[config.mk]
export PLATFORM = sky130hd
export DESIGN_NAME = load_div_chain
export DESIGN_NICKNAME = d
export VERILOG_FILES = /design/src/rtl/lddiv_pkg.sv /design/src/rtl/lddiv_prescale.sv /design/src/rtl/lddiv_postscale.sv /design/src/rtl/load_div_chain.sv
export SDC_FILE = /design/constraint.sdc
export NUM_CORES = 1
export LEC_CHECK = 0
export ABC_CLOCK_PERIOD_IN_PS = 5700
export BUFFER_PORTS_ARGS = -buffer_cell sky130_fd_sc_hd__clkbuf_2
export CELL_PAD_IN_SITES_DETAIL_PLACEMENT = 1
export CELL_PAD_IN_SITES_GLOBAL_PLACEMENT = 1
export CORE_AREA = 2 2 76 60
export DETAILED_ROUTE_END_ITERATION = 8
export DIE_AREA = 0 0 78 62
export PLACE_DENSITY = 0.86
export SLEW_MARGIN = 15
export SYNTH_ARGS = -nofsm -noshare
export SYNTH_HDL_FRONTEND = slang
export SYNTH_SLANG_ARGS = --single-unit
[constraint.sdc]
create_clock -name clk_i -period 5.7 [get_ports clk_i]
set_clock_uncertainty 0.1 [all_clocks]
set_input_delay 1.14 -clock clk_i [delete_from_list [all_inputs] [get_ports clk_i]]
set_output_delay 1.14 -clock clk_i [all_outputs]
set_load 0.005 [all_outputs]
[src/rtl/lddiv_pkg.sv]
package lddiv_pkg;
  localparam int SEL_W = 3;
  localparam int PRE_W = 4;   // holds moduli up to 10
  localparam int N2_W  = 9;   // 1..512

  function automatic logic [PRE_W-1:0] pre_modulus(input logic [SEL_W-1:0] code);
    case (code)
      3'd0:    pre_modulus = PRE_W'(3);
      3'd1:    pre_modulus = PRE_W'(4);
      3'd2:    pre_modulus = PRE_W'(5);
      3'd3:    pre_modulus = PRE_W'(6);
      3'd4:    pre_modulus = PRE_W'(8);
      3'd5:    pre_modulus = PRE_W'(10);
      default: pre_modulus = PRE_W'(4);
    endcase
  endfunction
endpackage

[src/rtl/lddiv_prescale.sv]
module lddiv_prescale
  import lddiv_pkg::*;
(
  input  logic             clk_i,
  input  logic             rst_ni,
  input  logic [SEL_W-1:0] sel_i,
  input  logic             suppress_i,
  output logic             load_o,
  output logic             tick_o
);
  logic [PRE_W-1:0] cnt_q, cnt_d, thr_q, thr_d, m_new;
  logic             load_q, load_d, term;

  assign term   = (cnt_q == '0);
  assign m_new  = pre_modulus(sel_i);
  assign tick_o = term & ~suppress_i;
  assign load_o = load_q;

  always_comb begin
    cnt_d  = cnt_q;
    thr_d  = thr_q;
    load_d = load_q;
    if (suppress_i) begin
      cnt_d  = '0;
      load_d = 1'b0;
    end else if (term) begin
      // down-count from m-1; high while count >= floor(m/2)
      cnt_d  = m_new - PRE_W'(1);
      thr_d  = m_new >> 1;
      load_d = 1'b1;
    end else begin
      cnt_d  = cnt_q - PRE_W'(1);
      load_d = (cnt_d >= thr_q);
    end
  end

  always_ff @(posedge clk_i or negedge rst_ni) begin
    if (!rst_ni) begin
      cnt_q  <= '0;
      thr_q  <= '0;
      load_q <= 1'b0;
    end else begin
      cnt_q  <= cnt_d;
      thr_q  <= thr_d;
      load_q <= load_d;
    end
  end

  assert_sup_low_R7: assert property (@(posedge clk_i) disable iff (!rst_ni)
    suppress_i |=> !load_o);
  assert_cnt_range_R1: assert property (@(posedge clk_i) disable iff (!rst_ni)
    cnt_q <= PRE_W'(9));
  assert_mod_hold_R6: assert property (@(posedge clk_i) disable iff (!rst_ni)
    (!suppress_i && !term) |=> $stable(thr_q));
endmodule

[src/rtl/lddiv_postscale.sv]
module lddiv_postscale
  import lddiv_pkg::*;
(
  input  logic            clk_i,
  input  logic            rst_ni,
  input  logic            tick_i,
  input  logic            load_i,
  input  logic [N2_W-1:0] n2_i,
  output logic            ld_o
);
  logic [N2_W-1:0] cnt_q, cnt_d, thr_q, thr_d;
  logic            out_q, out_d, byp_q, byp_d;
  logic [N2_W:0]   n_full;

  assign n_full = {1'b0, n2_i} + (N2_W+1)'(1);

  always_comb begin
    cnt_d = cnt_q;
    thr_d = thr_q;
    out_d = out_q;
    byp_d = byp_q;
    if (tick_i) begin
      if (cnt_q == '0) begin
        cnt_d = n2_i;
        thr_d = N2_W'(n_full >> 1);
        out_d = 1'b1;
        byp_d = (n2_i == '0);
      end else begin
        cnt_d = cnt_q - N2_W'(1);
        out_d = (cnt_d >= thr_q);
      end
    end
  end

  always_ff @(posedge clk_i or negedge rst_ni) begin
    if (!rst_ni) begin
      cnt_q <= '0;
      thr_q <= '0;
      out_q <= 1'b0;
      byp_q <= 1'b0;
    end else begin
      cnt_q <= cnt_d;
      thr_q <= thr_d;
      out_q <= out_d;
      byp_q <= byp_d;
    end
  end

  // both mux inputs are registers, select changes only at terminal count
  assign ld_o = byp_q ? load_i : out_q;

  assert_frozen_R7: assert property (@(posedge clk_i) disable iff (!rst_ni)
    !tick_i |=> ($stable(cnt_q) && $stable(out_q)));
  assert_mod_hold_R6: assert property (@(posedge clk_i) disable iff (!rst_ni)
    (tick_i && cnt_q != '0) |=> ($stable(thr_q) && $stable(byp_q)));
endmodule

[src/rtl/load_div_chain.sv]
module load_div_chain
  import lddiv_pkg::*;
(
  input  logic            clk_i,
  input  logic            rst_ni,
  input  logic [SEL_W-1:0] sel_i,
  input  logic            suppress_i,
  input  logic [N2_W-1:0] n2_i,
  output logic            load_o,
  output logic            ld_n2_o
);
  logic tick;

  lddiv_prescale u_pre (
    .clk_i      (clk_i),
    .rst_ni     (rst_ni),
    .sel_i      (sel_i),
    .suppress_i (suppress_i),
    .load_o     (load_o),
    .tick_o     (tick)
  );

  lddiv_postscale u_post (
    .clk_i  (clk_i),
    .rst_ni (rst_ni),
    .tick_i (tick),
    .load_i (load_o),
    .n2_i   (n2_i),
    .ld_o   (ld_n2_o)
  );

  assert_edge_align_R9: assert property (@(posedge clk_i) disable iff (!rst_ni)
    $rose(ld_n2_o) |-> $rose(load_o));
  assert_reset_low_R8: assert property (@(posedge clk_i)
    !rst_ni |-> (!load_o && !ld_n2_o));
endmodule

Yosys cells after proc, flatten, opt, wreduce, memory -nomap -nowiden --
Index checks and enable logic that the tools add are counted.
Storage, ports and cells: memory bits (read-only) 0, RAM bits 0, bits in latches 0, memories 0, bits of input ports 15, register bits 28
Cells by class: reduce and logical (&&, ||, !) cells 6, multipliers 0, muxes and demuxes 8, shifts and indexed selects 0, order comparisons 2, divide/modulo/power cells 0, bitwise operators 2, $add $sub $neg 4, equality and inequality tests 4
Operators with widths (count):
- case mux 4 bit (5 select lines) | 1
- logical NOT 9 bit | 2
- adder 9 x 1 -> 10 bit, second input constant | 1
- >= comparator 9 bit | 1
- two-way mux 9 bit | 1
- subtractor 9 x 1 -> 9 bit, second input constant | 1
- two-way mux 4 bit | 2
- subtractor 4 x 1 -> 4 bit, second input constant | 2
- equality test 3 x 2 -> 1 bit, second input constant | 2
- equality test 3 bit, second input constant | 2
- >= comparator 4 x 3 -> 1 bit | 1
- logical NOT 4 bit | 1
- two-way mux 1 bit | 4
- AND reduction 2 bit | 2
- logical NOT 3 bit | 1
- AND 1 bit | 1
- inverter 1 bit | 1

Longest topological paths before layout --
depth in word-level cells 5, depth in mapped cells 11

By module --
Synthesis repeated with hierarchy kept, for this count alone.
Unflattened totals: cell total of the unflattened synthesis 215, area total of the unflattened synthesis 1958.1 um2
Modules (own cells, without submodules):
- lddiv_postscale | area each 1421.4 um2, seq. area each 500.5 um2, instances 1, cells an instance 163
- lddiv_prescale | area each 536.8 um2, seq. area each 200.2 um2, instances 1, cells an instance 52

Worst setup path after synthesis --
No wires, ideal clock.
path type flip-flop to flip-flop, start point register u_post.cnt_q[0], end point register u_post.out_q, required time 5.470 ns, path buffers 0, arrival time 2.246 ns, setup slack 3.224 ns, cell stages (with the launch flop) 12, setup time 0.130 ns, cell sequence dfrtp_1 > inv_1 > ha_1 > nor2b_1 > nand2_1 > o31ai_1 > nand2_1 > ha_1 > and4_1 > a21oi_1 > and3_1 > a31oi_1
Between the ends: longest elaborated chain between the ends 3, elaborated cells between the ends (all ways) 4, classes of those cells 1 x add/sub; 1 x order compare; 1 x mux; 1 x reduce/logical
Ends and longest elaborated chain:
- start: declaration | line lddiv_postscale.sv:11 | logic [N2_W-1:0] cnt_q, cnt_d, thr_q, thr_d;
- start signal: assignment | line lddiv_postscale.sv:42 | cnt_q <= cnt_d;
- subtractor 9 x 1 -> 9 bit | line lddiv_postscale.sv:29 | cnt_d = cnt_q - N2_W'(1);
- >= comparator 9 bit | line lddiv_postscale.sv:30 | out_d = (cnt_d >= thr_q);
- two-way mux 1 bit * | line lddiv_postscale.sv:23 | if (cnt_q == '0) begin
- end signal: assignment | line lddiv_postscale.sv:44 | out_q <= out_d;
- end: declaration | line lddiv_postscale.sv:12 | logic out_q, out_d, byp_q, byp_d;
Mark *: on every way between the ends. The rest lies on a longest branch, timed or not. A chain may end at the register's enable or synchronous reset.

Final worst setup path --
Ends and elaborated chain as after synthesis.

==> metrics.md <==
| Metric | Value |
|---|---|
| Port bufs | 16 |
| Initial antenna violation count | 0 |
| Iter 0 DRT Violations | 56 |
| Ant. Diodes | 0 |
| Metal3 WL | 76 um |
| Chip height | around 62 um |
| Routed Antenna Nets | 0 |
| CP Class | reg -> reg |
| CP Cell Sequence | inv_1 -> ha_1 -> nor2b_1 -> nand3_1 -> nand2_1 -> ha_1 -> and4_1 -> a21oi_1 -> and3_1 -> a31oi_1 |
| Pwr dens | approximately 480 mW/mm2 |
| First-pass GRT wire length | 7231 um |
| FFs w/ async S/R, synth | 100.0% |
| DIE WIDTH | 78 um |
| Post-Place Cells | roughly 280 |
| Post-synthesis cell area | ~0.0019 mm2 |
| Largest net degree at the start of global routing | 29 |
| Post-Route WL | about 4400 um |
| Crit-path max cell delay | about 0.53 ns |
| TritonCTS buffer count | 3 |
| Post-route DRC | 0 |
| Crit end category | flip-flop |
| Final setup vio count | 0 |
| Share of cells above drive strength 1 | roughly 15% |
| Final worst setup slack | approximately 2.6 ns |
| Worst Max-Slew Pin Slew | 0.8036 ns |
| Worst Path Required | roughly 5.7 ns |
| Status | finished, final reports clean |
| Placed inst area | between 0.002 and 0.0025 mm2 |
| Skew-Pair Late Insertion Delay | around 0.28 ns |
| Maximum clock frequency | between 300 and 400 MHz |
| Vias | ~1,500 |
| Routed met1 length | around 2200 um |
| Syn nets | 242 |
| Vias in the first global route | about 1,500 |
| Slowest-stage cell, CP | nand3_1 |
| Fin area | roughly 0.0021 mm2 |
| Final instance count without filler cells | 280 |
| Unique masters post-synth | 46 |
| Starting Density | between 40% and 50% |
| Final Max Tran Viols | 0 |
| Setup TNS | 0 ns |
| Layout Nets | roughly 260 |
| Pre-Repair DR Iteration Count | 4 |
| Worst setup SP type | flip-flop |
| DR WL/cell | approximately 16 um |
| RSZ-0062 raised after global routing | no |
| Met2 WL post-DR | 2069 um |
| Critical path fanouts, max | 13 |
| Endpoints failing hold | 0 |
| Root buf cell | clkbuf_8 |
| Pleak | around 0.001 uW |
| Main flop type after synthesis | dfrtp_1 |
| Row cnt | 21 |
| DR vias/cell | about 5.4 |
| Syn Area/Cell | about 9.1 um2 |
| Clk buf depth | 2 |
| Routability cong. | 0.8019 |
| Worst min-delay path class | reg -> reg |
| Core Box Area | 0.004204 mm2 |
| Crit path top cell by count | ha_1 |
| Clock Pin Slew Worst Setup and Hold Paths | approximately 0.10 ns |
| H-tree Lvls | 1 |
| Fin crit share | approximately 54% |
| Syn. warnings | 0 |
| Synth Register Bits | 28 |
| Uppermost layer routed | met4 |
| Resized Gates After CTS | 0 |
| MaxCap Viol Count | 0 |
| Grt ovf | 0 |
| Post-CTS setup buffers | 0 |
| Hold-fix buffers at CTS | 0 |
| # clock sinks | 28 |
| Tot GR Track Use | 19.68% |
| CTS tree | done |
| Tmin final | between 3 and 4 ns |
| Area delta synth->final | 9.449% |
| Post-DP HPWL | about 3400 um |
| Io pins | 17 |
| Syn Inst Count | 209 |
| Pre-CTS setup slack | 2.680 ns |
| DIE AREA | 0.004836 mm2 |
| Slew margin rel. | a little under half |
| Max VDD drop | ~0.00019 V |
| Register area share after synthesis | roughly 37% |
| Arr. time, crit path | ~3.1 ns |
| Post-synth EDFFs | 0 |
worst max-delay path: cells and delay by family, from the launching register on:
family	cells	cell delay [ns]
flops	1	0.42
fa+ha+maj	2	0.44
simple gates	5	1.62
buf+inv	1	0.10
compound gates	2	0.22
sequential cells by signal (all words and copies together), names as in the netlist:
name and flops:
u_post.cnt_q 9, u_post.thr_q 9, u_pre.cnt_q 4, u_pre.thr_q 3, u_post.byp_q 1, u_post.out_q 1, u_pre.load_o 1
layout make-up:
| type | count | area (um2) |
|---|---|---|
| Timing Repair Buffer | 16 | 80.08 |
| Clock buffer | 4 | 55.05 |
| Inverter | 21 | 78.83 |
| Sequential cell | 28 | 700.7 |
| Fill cell | 516 | 2117 |
| Tap cell | 57 | 71.32 |
| Multi-Input combinational cell | 154 | 1101 |
per-layer routing:
metal	up-vias	global-route usage (%)
li1	757	-
met1	741	27.22
met2	9	33.50
met3	2	3.757
met4	0	3.258
met5	-	0
placed cells by master (no fill, tap or decap), types with 2 or more instances in the layout:
master / count
dfrtp_1: 28
inv_1: 21
nor2_1: 19
nand2_1: 18
ha_1: 18
clkbuf_2: 16
a21oi_1: 13
o21ai_0: 12
xnor2_1: 9
o31ai_1: 5
nand3_1: 5
nor3_1: 4
xor2_1: 4
mux2_2: 4
clkbuf_8: 4
nor2b_1: 3
a211oi_1: 3
nor3_2: 2
or2_2: 2
or3_1: 2
nand2b_1: 2
nor4_1: 2
nand4_1: 2
and3_1: 2
o21a_1: 2
kinds of logic (layout without fill, tap and decap cells):
logic type,after synthesis,in the layout,synth area share [%]
simple gates,71,71,20.87
xor+xnor,13,13,5.971
compound gates,47,47,16.21
mux,5,5,2.887
fa+ha+maj,18,18,11.81
buf+inv,27,41,5.512
flops,28,28,36.75
Yosys cell counts, types with 4 or more instances:
cell type | instances | share of area [%]
dfrtp_1 | 28 | 37
inv_1 | 21 | 4.1
nor2_1 | 19 | 3.7
ha_1 | 18 | 12
nand2_1 | 18 | 3.5
a21oi_1 | 13 | 3.4
o21ai_0 | 12 | 3.1
xnor2_1 | 9 | 4.1
nand3_1 | 5 | 1.3
o31ai_1 | 5 | 2.0
mux2_2 | 4 | 2.4
nor3_1 | 4 | 1.0
xor2_1 | 4 | 1.8
final timing paths:
path	end	startpoint	slack [ns]	depth (start not counted)
min	u_post.thr_q[4]	u_post.thr_q[4]	0.39	2
max reg2reg	u_post.out_q	u_post.cnt_q[0]	2.64	10
max in group asynchronous	u_post.thr_q[1]	rst_ni	4.26	1
min in group asynchronous	u_post.thr_q[8]	rst_ni	0.79	1
max	u_post.out_q	u_post.cnt_q[0]	2.64	10
min reg2reg	u_post.thr_q[4]	u_post.thr_q[4]	0.39	2
report_power, final:
part           total (uW)  internal (uW)  switching, uW
sequential            359            277           82.0
combinational         518            232            286
clock                 126           61.9           64.1
total                1000            571            432
per-stage QoR:
stage	hold WS, ns	power, uW	util [%]
after floorplan	0.3482	730.8	-
after global placement	0.3651	844.6	48.33
after detailed placement	0.3731	878.0	48.33
after CTS	0.3952	1011	49.64
after global routing	0.4191	1110	49.64
final	0.3912	1003	49.64
No activity file was read; power rests on OpenSTA's default activity.
